===== src/rtl/fwq_pkg.sv =====
// Package fwq_pkg
// Shared sequencer state type and command byte values for the flash
// write-qualification controller. Assumes 8-bit command data.
package fwq_pkg;

    typedef enum logic [2:0] {
        S_IDLE,
        S_UNLK1,
        S_UNLK2,
        S_PROG,
        S_EXIT
    } seq_state_t;

    localparam logic [7:0]  CMD_UNLK_A  = 8'hAA;
    localparam logic [7:0]  CMD_UNLK_B  = 8'h55;
    localparam logic [7:0]  CMD_PROG    = 8'hA0;
    localparam logic [7:0]  CMD_SEC_IN  = 8'h88;
    localparam logic [7:0]  CMD_SEC_OUT = 8'h90;
    localparam logic [7:0]  CMD_LOCK    = 8'h60;
    localparam logic [7:0]  CMD_ZERO    = 8'h00;
    localparam logic [10:0] ADR_A       = 11'h555;
    localparam logic [10:0] ADR_B       = 11'h2AA;

endpackage


===== src/rtl/fwq_strobe_filter.sv =====
// Module fwq_strobe_filter
// Samples the asynchronous bus strobes once per clock. It checks the
// logical write combination and counts how long it stays valid. When the
// strobes are released after at least MIN_PULSE valid samples, it emits a
// one-cycle accept pulse with the last sampled address and data.
// Assumes address and data are stable while the strobes are active.
module fwq_strobe_filter #(
    parameter int ADDR_W    = 16,
    parameter int DATA_W    = 8,
    parameter int MIN_PULSE = 5
) (
    input  logic              clk,
    input  logic              rst_n,
    input  logic              ce_n,
    input  logic              we_n,
    input  logic              oe_n,
    input  logic [ADDR_W-1:0] addr,
    input  logic [DATA_W-1:0] wdata,
    output logic              acc,
    output logic [ADDR_W-1:0] acc_addr,
    output logic [DATA_W-1:0] acc_data
);

    localparam int CW = $clog2(MIN_PULSE + 1);
    localparam logic [CW-1:0] CMAX = CW'(MIN_PULSE);

    logic              act_s;
    logic [ADDR_W-1:0] addr_s;
    logic [DATA_W-1:0] data_s;
    logic [CW-1:0]     cnt;

    // Sample strobes, count the valid run, fire on release of a long run.
    always_ff @(posedge clk) begin
        if (!rst_n) begin
            act_s    <= 1'b0;
            addr_s   <= '0;
            data_s   <= '0;
            cnt      <= '0;
            acc      <= 1'b0;
            acc_addr <= '0;
            acc_data <= '0;
        end else begin
            act_s  <= !ce_n && !we_n && oe_n;
            addr_s <= addr;
            data_s <= wdata;
            if (act_s) begin
                cnt      <= (cnt == CMAX) ? cnt : cnt + 1'b1;
                acc_addr <= addr_s;
                acc_data <= data_s;
                acc      <= 1'b0;
            end else begin
                acc <= (cnt == CMAX);
                cnt <= '0;
            end
        end
    end

    // an accept is a single-cycle pulse
    a_r2_single_pulse: assert property (@(posedge clk) disable iff (!rst_n)
        acc |=> !acc);

    // an accept only follows the end of a sampled valid run
    a_r2_after_release: assert property (@(posedge clk) disable iff (!rst_n)
        acc |-> $past(!act_s));

endmodule


===== src/rtl/fwq_cmd_seq.sv =====
// Module fwq_cmd_seq
// Command sequencer fed by qualified writes. It decodes the unlock
// prefix and then the program, security-enter, security-lock and exit
// commands. Only address bits [10:0] are compared. Assumes DATA_W >= 8
// and ADDR_W >= 11.
module fwq_cmd_seq
    import fwq_pkg::*;
#(
    parameter int ADDR_W = 16,
    parameter int DATA_W = 8
) (
    input  logic              clk,
    input  logic              rst_n,
    input  logic              acc,
    input  logic [ADDR_W-1:0] acc_addr,
    input  logic [DATA_W-1:0] acc_data,
    input  logic              locked,
    output logic              sec_mode,
    output logic              set_lock,
    output logic              prog_go,
    output logic              prog_sec,
    output logic [ADDR_W-1:0] prog_addr,
    output logic [DATA_W-1:0] prog_data
);

    seq_state_t state;
    logic       at_a, at_b;
    logic [7:0] cmd;

    // Decode helpers for the two command addresses and the command byte.
    always_comb begin
        at_a = (acc_addr[10:0] == ADR_A);
        at_b = (acc_addr[10:0] == ADR_B);
        cmd  = acc_data[7:0];
    end

    // Advance the sequence on each accepted write; any mismatch goes idle.
    always_ff @(posedge clk) begin
        if (!rst_n) begin
            state     <= S_IDLE;
            sec_mode  <= 1'b0;
            set_lock  <= 1'b0;
            prog_go   <= 1'b0;
            prog_sec  <= 1'b0;
            prog_addr <= '0;
            prog_data <= '0;
        end else begin
            set_lock <= 1'b0;
            prog_go  <= 1'b0;
            if (acc) begin
                state <= S_IDLE;
                unique case (state)
                    S_IDLE: begin
                        if (at_a && cmd == CMD_UNLK_A)
                            state <= S_UNLK1;
                        else if (sec_mode && at_a && cmd == CMD_SEC_OUT)
                            state <= S_EXIT;
                    end
                    S_UNLK1: begin
                        if (at_b && cmd == CMD_UNLK_B)
                            state <= S_UNLK2;
                    end
                    S_UNLK2: begin
                        if (at_a && cmd == CMD_PROG)
                            state <= S_PROG;
                        else if (at_a && cmd == CMD_SEC_IN)
                            sec_mode <= 1'b1;
                        else if (sec_mode && at_a && cmd == CMD_LOCK)
                            set_lock <= 1'b1;
                    end
                    S_PROG: begin
                        if (!(sec_mode && locked)) begin
                            prog_go   <= 1'b1;
                            prog_sec  <= sec_mode;
                            prog_addr <= acc_addr;
                            prog_data <= acc_data;
                        end
                    end
                    S_EXIT: begin
                        if (cmd == CMD_ZERO)
                            sec_mode <= 1'b0;
                    end
                    default: state <= S_IDLE;
                endcase
            end
        end
    end

    // security mode is entered only from the end of the unlock prefix
    a_r6_enter_after_unlock: assert property (@(posedge clk) disable iff (!rst_n)
        $rose(sec_mode) |-> $past(state) == S_UNLK2);

    // a program start only follows the program-setup state
    a_r5_prog_after_setup: assert property (@(posedge clk) disable iff (!rst_n)
        prog_go |-> $past(state) == S_PROG);

    // leaving security mode only follows the exit prefix
    a_r7_exit_after_prefix: assert property (@(posedge clk) disable iff (!rst_n)
        $fell(sec_mode) |-> $past(state) == S_EXIT);

endmodule


===== src/rtl/fwq_lock_reg.sv =====
// Module fwq_lock_reg
// One-way lock bit for the security sector. It is set by a pulse from
// the sequencer and cleared only by the power-on initialisation input.
// It ignores the hardware reset and the low-supply flag by design.
module fwq_lock_reg (
    input  logic clk,
    input  logic por_n,
    input  logic set,
    output logic locked
);

    // Hold the lock; only power-on initialisation clears it.
    always_ff @(posedge clk) begin
        if (!por_n)
            locked <= 1'b0;
        else if (set)
            locked <= 1'b1;
    end

    // once set, the lock stays set until power-on initialisation
    a_r8_lock_sticky: assert property (@(posedge clk) disable iff (!por_n)
        locked |=> locked);

endmodule


===== src/rtl/flash_write_qual.sv =====
// Module flash_write_qual
// Top of the flash write-qualification and security-lock controller. It
// combines the hardware reset, the power-on initialisation and the
// low-supply flag into one synchronous reset for the filter and
// sequencer. The lock register sees only power-on initialisation.
// Assumes CLK_PERIOD_PS is the period of clk.
module flash_write_qual #(
    parameter int ADDR_W        = 16,
    parameter int DATA_W        = 8,
    parameter int CLK_PERIOD_PS = 1000,
    parameter int GLITCH_PS     = 5000
) (
    input  logic              clk,
    input  logic              rst_n,
    input  logic              por_n,
    input  logic              vlow,
    input  logic              ce_n,
    input  logic              we_n,
    input  logic              oe_n,
    input  logic [ADDR_W-1:0] addr,
    input  logic [DATA_W-1:0] wdata,
    output logic              wr_accept,
    output logic              sec_mode,
    output logic              sec_locked,
    output logic              prog_go,
    output logic              prog_sec,
    output logic [ADDR_W-1:0] prog_addr,
    output logic [DATA_W-1:0] prog_data
);

    localparam int MIN_PULSE = (GLITCH_PS + CLK_PERIOD_PS - 1) / CLK_PERIOD_PS;

    logic              core_rst_n;
    logic [ADDR_W-1:0] acc_addr;
    logic [DATA_W-1:0] acc_data;
    logic              set_lock;

    // Merge all reset sources that return the controller to read array.
    always_comb core_rst_n = rst_n && por_n && !vlow;

    fwq_strobe_filter #(
        .ADDR_W(ADDR_W), .DATA_W(DATA_W), .MIN_PULSE(MIN_PULSE)
    ) u_filter (
        .clk(clk), .rst_n(core_rst_n),
        .ce_n(ce_n), .we_n(we_n), .oe_n(oe_n),
        .addr(addr), .wdata(wdata),
        .acc(wr_accept), .acc_addr(acc_addr), .acc_data(acc_data)
    );

    fwq_cmd_seq #(
        .ADDR_W(ADDR_W), .DATA_W(DATA_W)
    ) u_seq (
        .clk(clk), .rst_n(core_rst_n),
        .acc(wr_accept), .acc_addr(acc_addr), .acc_data(acc_data),
        .locked(sec_locked), .sec_mode(sec_mode), .set_lock(set_lock),
        .prog_go(prog_go), .prog_sec(prog_sec),
        .prog_addr(prog_addr), .prog_data(prog_data)
    );

    fwq_lock_reg u_lock (
        .clk(clk), .por_n(por_n), .set(set_lock), .locked(sec_locked)
    );

    // a low-supply cycle leaves no accept behind it
    a_r3_vlow_blocks: assert property (@(posedge clk) disable iff (!rst_n)
        vlow |=> !wr_accept);

    // a locked sector never receives a program start
    a_r9_locked_no_sec_prog: assert property (@(posedge clk) disable iff (!rst_n)
        prog_go |-> !(prog_sec && sec_locked));

    // a hardware reset leaves read-array mode behind it
    a_r4_reset_read: assert property (@(posedge clk)
        !rst_n |=> !sec_mode && !prog_go);

endmodule


===== config.mk =====
export PLATFORM = sky130hd
export DESIGN_NAME = flash_write_qual
export DESIGN_NICKNAME = d
export VERILOG_FILES = /design/src/rtl/fwq_pkg.sv /design/src/rtl/fwq_strobe_filter.sv /design/src/rtl/fwq_cmd_seq.sv /design/src/rtl/fwq_lock_reg.sv /design/src/rtl/flash_write_qual.sv
export SDC_FILE = /design/constraint.sdc
export NUM_CORES = 1
export LEC_CHECK = 0
export BUFFER_PORTS_ARGS = -buffer_cell sky130_fd_sc_hd__buf_4
export CORE_ASPECT_RATIO = 0.7
export CORE_UTILIZATION = 40
export DETAILED_ROUTE_END_ITERATION = 8
export PLACE_DENSITY = 0.57
export SYNTH_ARGS = -nofsm -noshare
export SYNTH_HDL_FRONTEND = slang
export SYNTH_SLANG_ARGS = --single-unit

===== constraint.sdc =====
create_clock -name clk -period 2 [get_ports clk]
set_input_delay 0.4 -clock clk [delete_from_list [all_inputs] [get_ports clk]]
set_output_delay 0.4 -clock clk [all_outputs]
set_load 0.05 [all_outputs]

==> summary.txt, run 1 <==
CTS
  • Clock transition at the registers of the reported paths: 90 ps
  • Hold buffer count at cts: 0
  • CTS tree: yes
  • H-tree depth: 3
  • CTS root buf: clkbuf_8
  • Clock Latency Late Sink: 360 ps
  • Post-CTS Resized: 0
  • Deepest clock path buffer count: 2
  • Post-CTS setup buffer count: 0
  • Clock Sink Count: between 80 and 90
  • Num CTS Buffers: 9

Timing
  • Setup violators final: 0
  • Final Skew: 9.999 ps
  • Fin Setup TNS: 0 ps
  • Final worst path period share: slightly below 90%
  • RSZ-0062 raised after global routing: no
  • Slew Viols, Final: 0
  • Fin crit period: 1753 ps
  • Fmax: 570.4 MHz
  • Relative slew slack: 70.03%
  • Worst-Margin Slew: 449.5 ps
  • Final Hold Violating Endpoints: 0

Cells and area
  • Layout cells sized above 1: 23.28%
  • ANT cells: 0
  • Fin area: 0.003814 sq mm
  • Most common cell after layout, fill and taps aside: dfxtp_1
  • Nets: 406
  • Area Overhead vs Synth: 26.32%
  • Post-route non-filler standard cell count: 476
  • Commonest non-fill, non-tap cells in the layout: dfxtp_1, buf_4, nand2_1
  • Layout Utilization: between 50% and 60%

Synthesis
  • Post-synthesis instance total: 314
  • Syn. warnings: 0
  • Synth Area in Adders: 0.8288%
  • Sequential fraction of the synthesis area: 56.36%
  • Synthesized area per cell: 9.615 sq um
  • EDFF count, synth: 0
  • Multiplexer area fraction after synthesis: under 10%
  • Compound-gate portion of the synthesized area: 5.802%
  • Unique masters post-synth: 35
  • Simple-Gate Fraction of Synth Area: 26.32%
  • Synthesized Nets: between 300 and 400
  • Share of flip-flops with an asynchronous set or reset: 0%
  • Synth Flop Type: dfxtp_1
  • Post-Synth XOR/XNOR Area: 0.2901%
  • Largest family of logic cells by synthesized area: simple AND/OR/NAND/NOR gates
  • Post-synthesis instance area: just over 0.003 sq mm
  • Synth Register Bits: 85

Worst setup path
  • Critical path class: reg2reg
  • Crit path max fanout: 5
  • Flop2flop setup slack: 250 ps
  • Reg2reg start: u_filter.acc_data[0]
  • Worst Setup EP: u_seq.set_lock
  • Critical path startpoint category: register
  • Reg2reg path depth: 4
  • Reg2reg end: u_seq.set_lock
  • Data arrival, critical path: 2030 ps
  • Required time of the critical path: approximately 2300 ps
  • Critical Path Source: u_filter.acc_data[0]
  • Crit. End Element: register

Global routing
  • Vias in the first global route: 2038
  • Final global-route overflow total: 0
  • Global-route wire length before repair: approximately 10000 um
  • Largest net degree at the start of global routing: 56
  • Tot GR Track Use: 17.58%
  • Initial antenna violation count: 0

Route
  • Final ANT Viol Nets: 0
  • Vias post-DR: 2220
  • Drt initial violations: 89
  • Total wire length: between 6000 and 7000 um
  • Initial DRT Pass Iterations: 6
  • # DRC: 1
  • WL/cell: around 13 um
  • Via-per-instance ratio: approximately 4.7

Floorplanning
  • Die area: 0.007905 sq mm
  • Initial core utilization: 41.43%
  • Die span in x: 105.8 um
  • Top-level I/O count: 60
  • DIE HEIGHT: 74.69 um
  • Core ar.: 0.007287 sq mm
  • Row Count: 26

Power and ir drop
  • VDD IR-drop max: 0.3185 mV
  • Static leakage: 1.367 nW
  • Pwr per Cell Area: 818.5 mW/mm^2

Placed design
  • DPL Wire Length: 4498 um
  • Placer congestion estimate: 0.8769
  • Port Buffers: 59
  • Placed Cells: 460
  • DP Area: between 0.003 and 0.004 sq mm

Status
  • Failing checks: DRC
  • Status: finished with violations

Job
  • Max_cap viols: 0

Hold path
  • HP Class: in2reg
## report_power, final
| group | internal [mW] | total, mW | switching [mW] |
|---|---|---|---|
| sequential | 1.70 | 1.71 | 0.00384 |
| clock | 0.709 | 1.33 | 0.621 |
| combinational | 0.0518 | 0.0834 | 0.0316 |
| total | 2.46 | 3.12 | 0.657 |
## logic make-up after synthesis
| logic type | Yosys count |
|---|---|
| simple gates | 150 |
| flops | 85 |
| compound gates | 33 |
| mux | 24 |
| buf+inv | 19 |
| fa+ha+maj | 2 |
| xor+xnor | 1 |
## worst max-delay path, cell delays in order (launching register included)
cell	delay [ps]
dfxtp_1	360
or4_4	560
nor4_4	380
nand3_2	140
nor4_2	240
## synth_stat cells, drive strengths merged (2+ instances only)
library cell | n | share of area (%)
nand4 | 3 | 0.62
mux2i | 24 | 8.0
nor3b | 2 | 0.50
buf | 3 | 0.46
nand2 | 55 | 6.8
clkbuf | 15 | 1.9
dfxtp | 85 | 56
and3 | 2 | 0.41
nor2 | 32 | 4.0
nand3b | 4 | 0.99
nor3 | 2 | 0.33
ha | 2 | 0.83
and3b | 2 | 0.58
nor4b | 2 | 0.58
nand2b | 5 | 1.0
a21oi | 27 | 4.5
or3b | 2 | 0.58
nand4b | 3 | 0.87
nor4bb | 4 | 1.3
a31oi | 2 | 0.41
nor4 | 4 | 1.5
nand3 | 2 | 0.50
and2 | 24 | 5.0
## worst min-delay path by stage
| stage | from | to | slack (ps) | cells past startpoint |
|---|---|---|---|---|
| 2_1_floorplan | u_seq.set_lock | u_lock.locked | 410 | 1 |
| 3_3_place_gp | u_seq.set_lock | u_lock.locked | 420 | 1 |
| 3_5_place_dp | u_seq.set_lock | u_lock.locked | 420 | 1 |
| 4_1_cts | we_n | u_filter.act_s | 180 | 2 |
| 5_1_grt | ce_n | u_filter.act_s | 180 | 2 |
| 6_report | we_n | u_filter.act_s | 200 | 2 |
## layer usage
metal / global-route usage (%) / part of all wire (%)
met1: 26.35 / 55
met2: 22.73 / 38
met3: 6.580 / 5.6
met4: 5.710 / 1.4
met5: 0 / 0
## registers in the layout, summed over array words and instances, names as in the netlist
register,flops
u_seq.prog_go,1
u_seq.sec_mode,1
u_filter.data_s,8
u_seq.prog_data,8
u_seq.prog_sec,1
u_seq.set_lock,1
u_seq.state,3
u_lock.locked,1
u_filter.cnt,3
u_filter.acc,1
u_filter.addr_s,16
u_filter.act_s,1
u_filter.acc_data,8
u_seq.prog_addr,16
u_filter.acc_addr,16
## layout make-up
class                           instances  area [sq um]
Sequential cell                        85          1702
Clock buffer                            9         123.9
Multi-Input combinational cell        210          1244
Timing Repair Buffer                   66         520.5
Inverter                                1         3.754
Tap cell                               98         122.6
Clock inverter                          7         97.59
Fill cell                             710          3473
## stage by stage
stage	setup WS [ps]	hold WS, ps	power, mW
after floorplan	177.5	405.2	1.776
after global placement	293.0	420.2	1.832
after detailed placement	255.9	416.6	1.833
after CTS	244.7	183.3	3.152
after global routing	130.2	178.3	3.246
final	246.7	198.1	3.121
Power figures use the tool's default switching activity.
==> run 2, diff against run 1 <==
Settings changed: CELL_PAD_IN_SITES_DETAIL_PLACEMENT set to 1, CELL_PAD_IN_SITES_GLOBAL_PLACEMENT set to 2, CORE_UTILIZATION 40 to 33, PLACE_DENSITY 0.57 to 0.74.
==> run 2 against run 1 <==
Compared with the run above:
- the run now ends clean
- via count is 3.7% higher
- critical path depth stayed put
- non-clock buffer count is 4 higher
- setup slack worse by 19 ps
- routed wire length is 18% higher
- register-to-register slack worse by 20 ps
- first-iteration DRC count is 36% higher
- die area is 21% higher
- total power is 4.3% higher
- sequential power hardly changed
- critical endpoint unchanged
- largest cell class unchanged
- highest routed layer unchanged
==> summary.txt, run 2 (synthesis gave the netlist of run 1 again) <==
Status
  • Status: finished, final reports clean

Worst setup path
  • Required time of the critical path: 2250 ps
  • Reg2reg start: u_filter.acc_data[0]
  • Buf+Inv Stages, Crit Path: 0
  • Critical Path Source: u_filter.acc_data[0]
  • Crit-path cells: or4_4, nor4_4, nand3_2, nor4_2
  • Critical path class: reg2reg
  • Critical path startpoint category: register
  • CP max stage cell: or4_4
  • Crit path max fanout: 5
  • Crit. End Element: register
  • Data arrival, critical path: 2020 ps
  • Largest delay share family, worst path: simple AND/OR/NAND/NOR gates
  • CP peak stage delay: roughly 560 ps

Timing
  • Fmax: ~560 MHz
  • Final Hold Violating Endpoints: 0
  • Relative slew slack: 63.22%
  • RSZ-0062 raised after global routing: no
  • Worst setup slack after layout: ~230 ps
  • Worst-Margin Slew: 551.0 ps
  • Final worst path period share: 88.61%
  • Fin crit period: roughly 1800 ps
  • Setup violators final: 0
  • Hold WS: 222.5 ps
  • Slew Viols, Final: 0
  • Final Skew: 6.243 ps
  • Fin Setup TNS: 0 ps

CTS
  • Clock Latency Late Sink: 330 ps
  • Post-CTS setup buffer count: 0
  • Hold buffer count at cts: 0
  • Num CTS Buffers: 9
  • H-tree depth: 3
  • CTS tree: yes
  • Clock Sink Count: 85
  • Deepest clock path buffer count: 2
  • Clock transition at the registers of the reported paths: 60 ps
  • CTS root buf: clkbuf_16
  • Post-CTS Resized: 0

Global routing
  • Vias in the first global route: between 2000 and 2500
  • Final global-route overflow total: 0
  • Largest net degree at the start of global routing: 27
  • Global-route wire length before repair: 11920 um
  • Initial antenna violation count: 0
  • Tot GR Track Use: between 10% and 20%

Cells and area
  • Area Overhead vs Synth: 29.09%
  • ANT cells: 0
  • Layout cells sized above 1: approximately a quarter
  • Commonest non-fill, non-tap cells in the layout: dfxtp_1, buf_4, nand2_1
  • Most common cell after layout, fill and taps aside: dfxtp_1
  • Layout Utilization: 45.04%
  • Filler Cell Count: just over 1000
  • Largest regs: u_filter.acc_addr (16), u_filter.addr_s (16), u_seq.prog_addr (16)
  • Nets: 410

Route
  • # DRC: 0
  • Initial DRT Pass Iterations: 4
  • Vias post-DR: 2302
  • Via-per-instance ratio: 4.586
  • WL/cell: 14.85 um
  • Total wire length: about 7500 um
  • Final ANT Viol Nets: 0
  • Drt initial violations: 121

Power and ir drop
  • VDD IR-drop max: roughly 0.36 mV
  • Static leakage: 1.404 nW
  • Pwr per Cell Area: 835.7 mW/mm^2
  • Power Total: around 3.3 mW

Job
  • Max_cap viols: 0

Floorplanning
  • Die area: roughly 0.0095 sq mm
  • Core ar.: 0.008653 sq mm
  • Row Count: 28
  • DIE HEIGHT: about 82 um
  • Initial core utilization: approximately a third
  • Die span in x: 116.3 um
  • Top-level I/O count: 60

Placed design
  • Placer congestion estimate: 0.8267
  • Pre-CTS setup slack: ~230 ps
  • Port Buffers: between 50 and 60
  • DPL Wire Length: 5506 um

Hold path
  • Hold_sp: we_n
  • HP Class: in2reg
==> run 2: layer usage <==
layer,part of all wire (%),GRT usage [%],wire (um),up-vias
met2,39,23.49,2941,51
met5,0,0,0,-
met3,4.5,5.387,337,6
met1,55,24.55,4102,1071
li1,-,-,-,1174
met4,0.97,6.538,72,0
==> run 2: final timing paths <==
kind              slack, ps  cells past startpoint              to
setup reg to reg        230                      4  u_seq.set_lock
hold reg to reg         420                      1   u_lock.locked
setup / recovery        230                      4  u_seq.set_lock
hold / removal          220                      2  u_filter.act_s
==> run 2: per-stage QoR <==
stage,cell area (sq um),cells
after floorplan,3019,314
after global placement,3637,486
after detailed placement,3637,486
after CTS,3897,502
after global routing,3897,502
final,3897,502
==> run 2: layout make-up <==
| class | instances | area, sq um | area share [%] |
|---|---|---|---|
| clock buffers | 11 | 232.7 | 5.971 |
| clock inverters | 5 | 27.53 | 0.7063 |
| inverters | 1 | 3.754 | 0.09631 |
| multi-input cells | 210 | 1244 | 31.91 |
| flip-flops and latches | 85 | 1702 | 43.66 |
| well taps | 120 | 150.1 | 3.852 |
| repair buffers | 70 | 538.0 | 13.80 |
==> run 2: where the power goes <==
part	leakage, nW	switching [mW]	internal (mW)	total (mW)
clock network	0.129	0.628	0.832	1.46
logic	0.589	0.0324	0.0521	0.0846
registers	0.686	0.00594	1.71	1.71
total	1.40	0.667	2.59	3.26
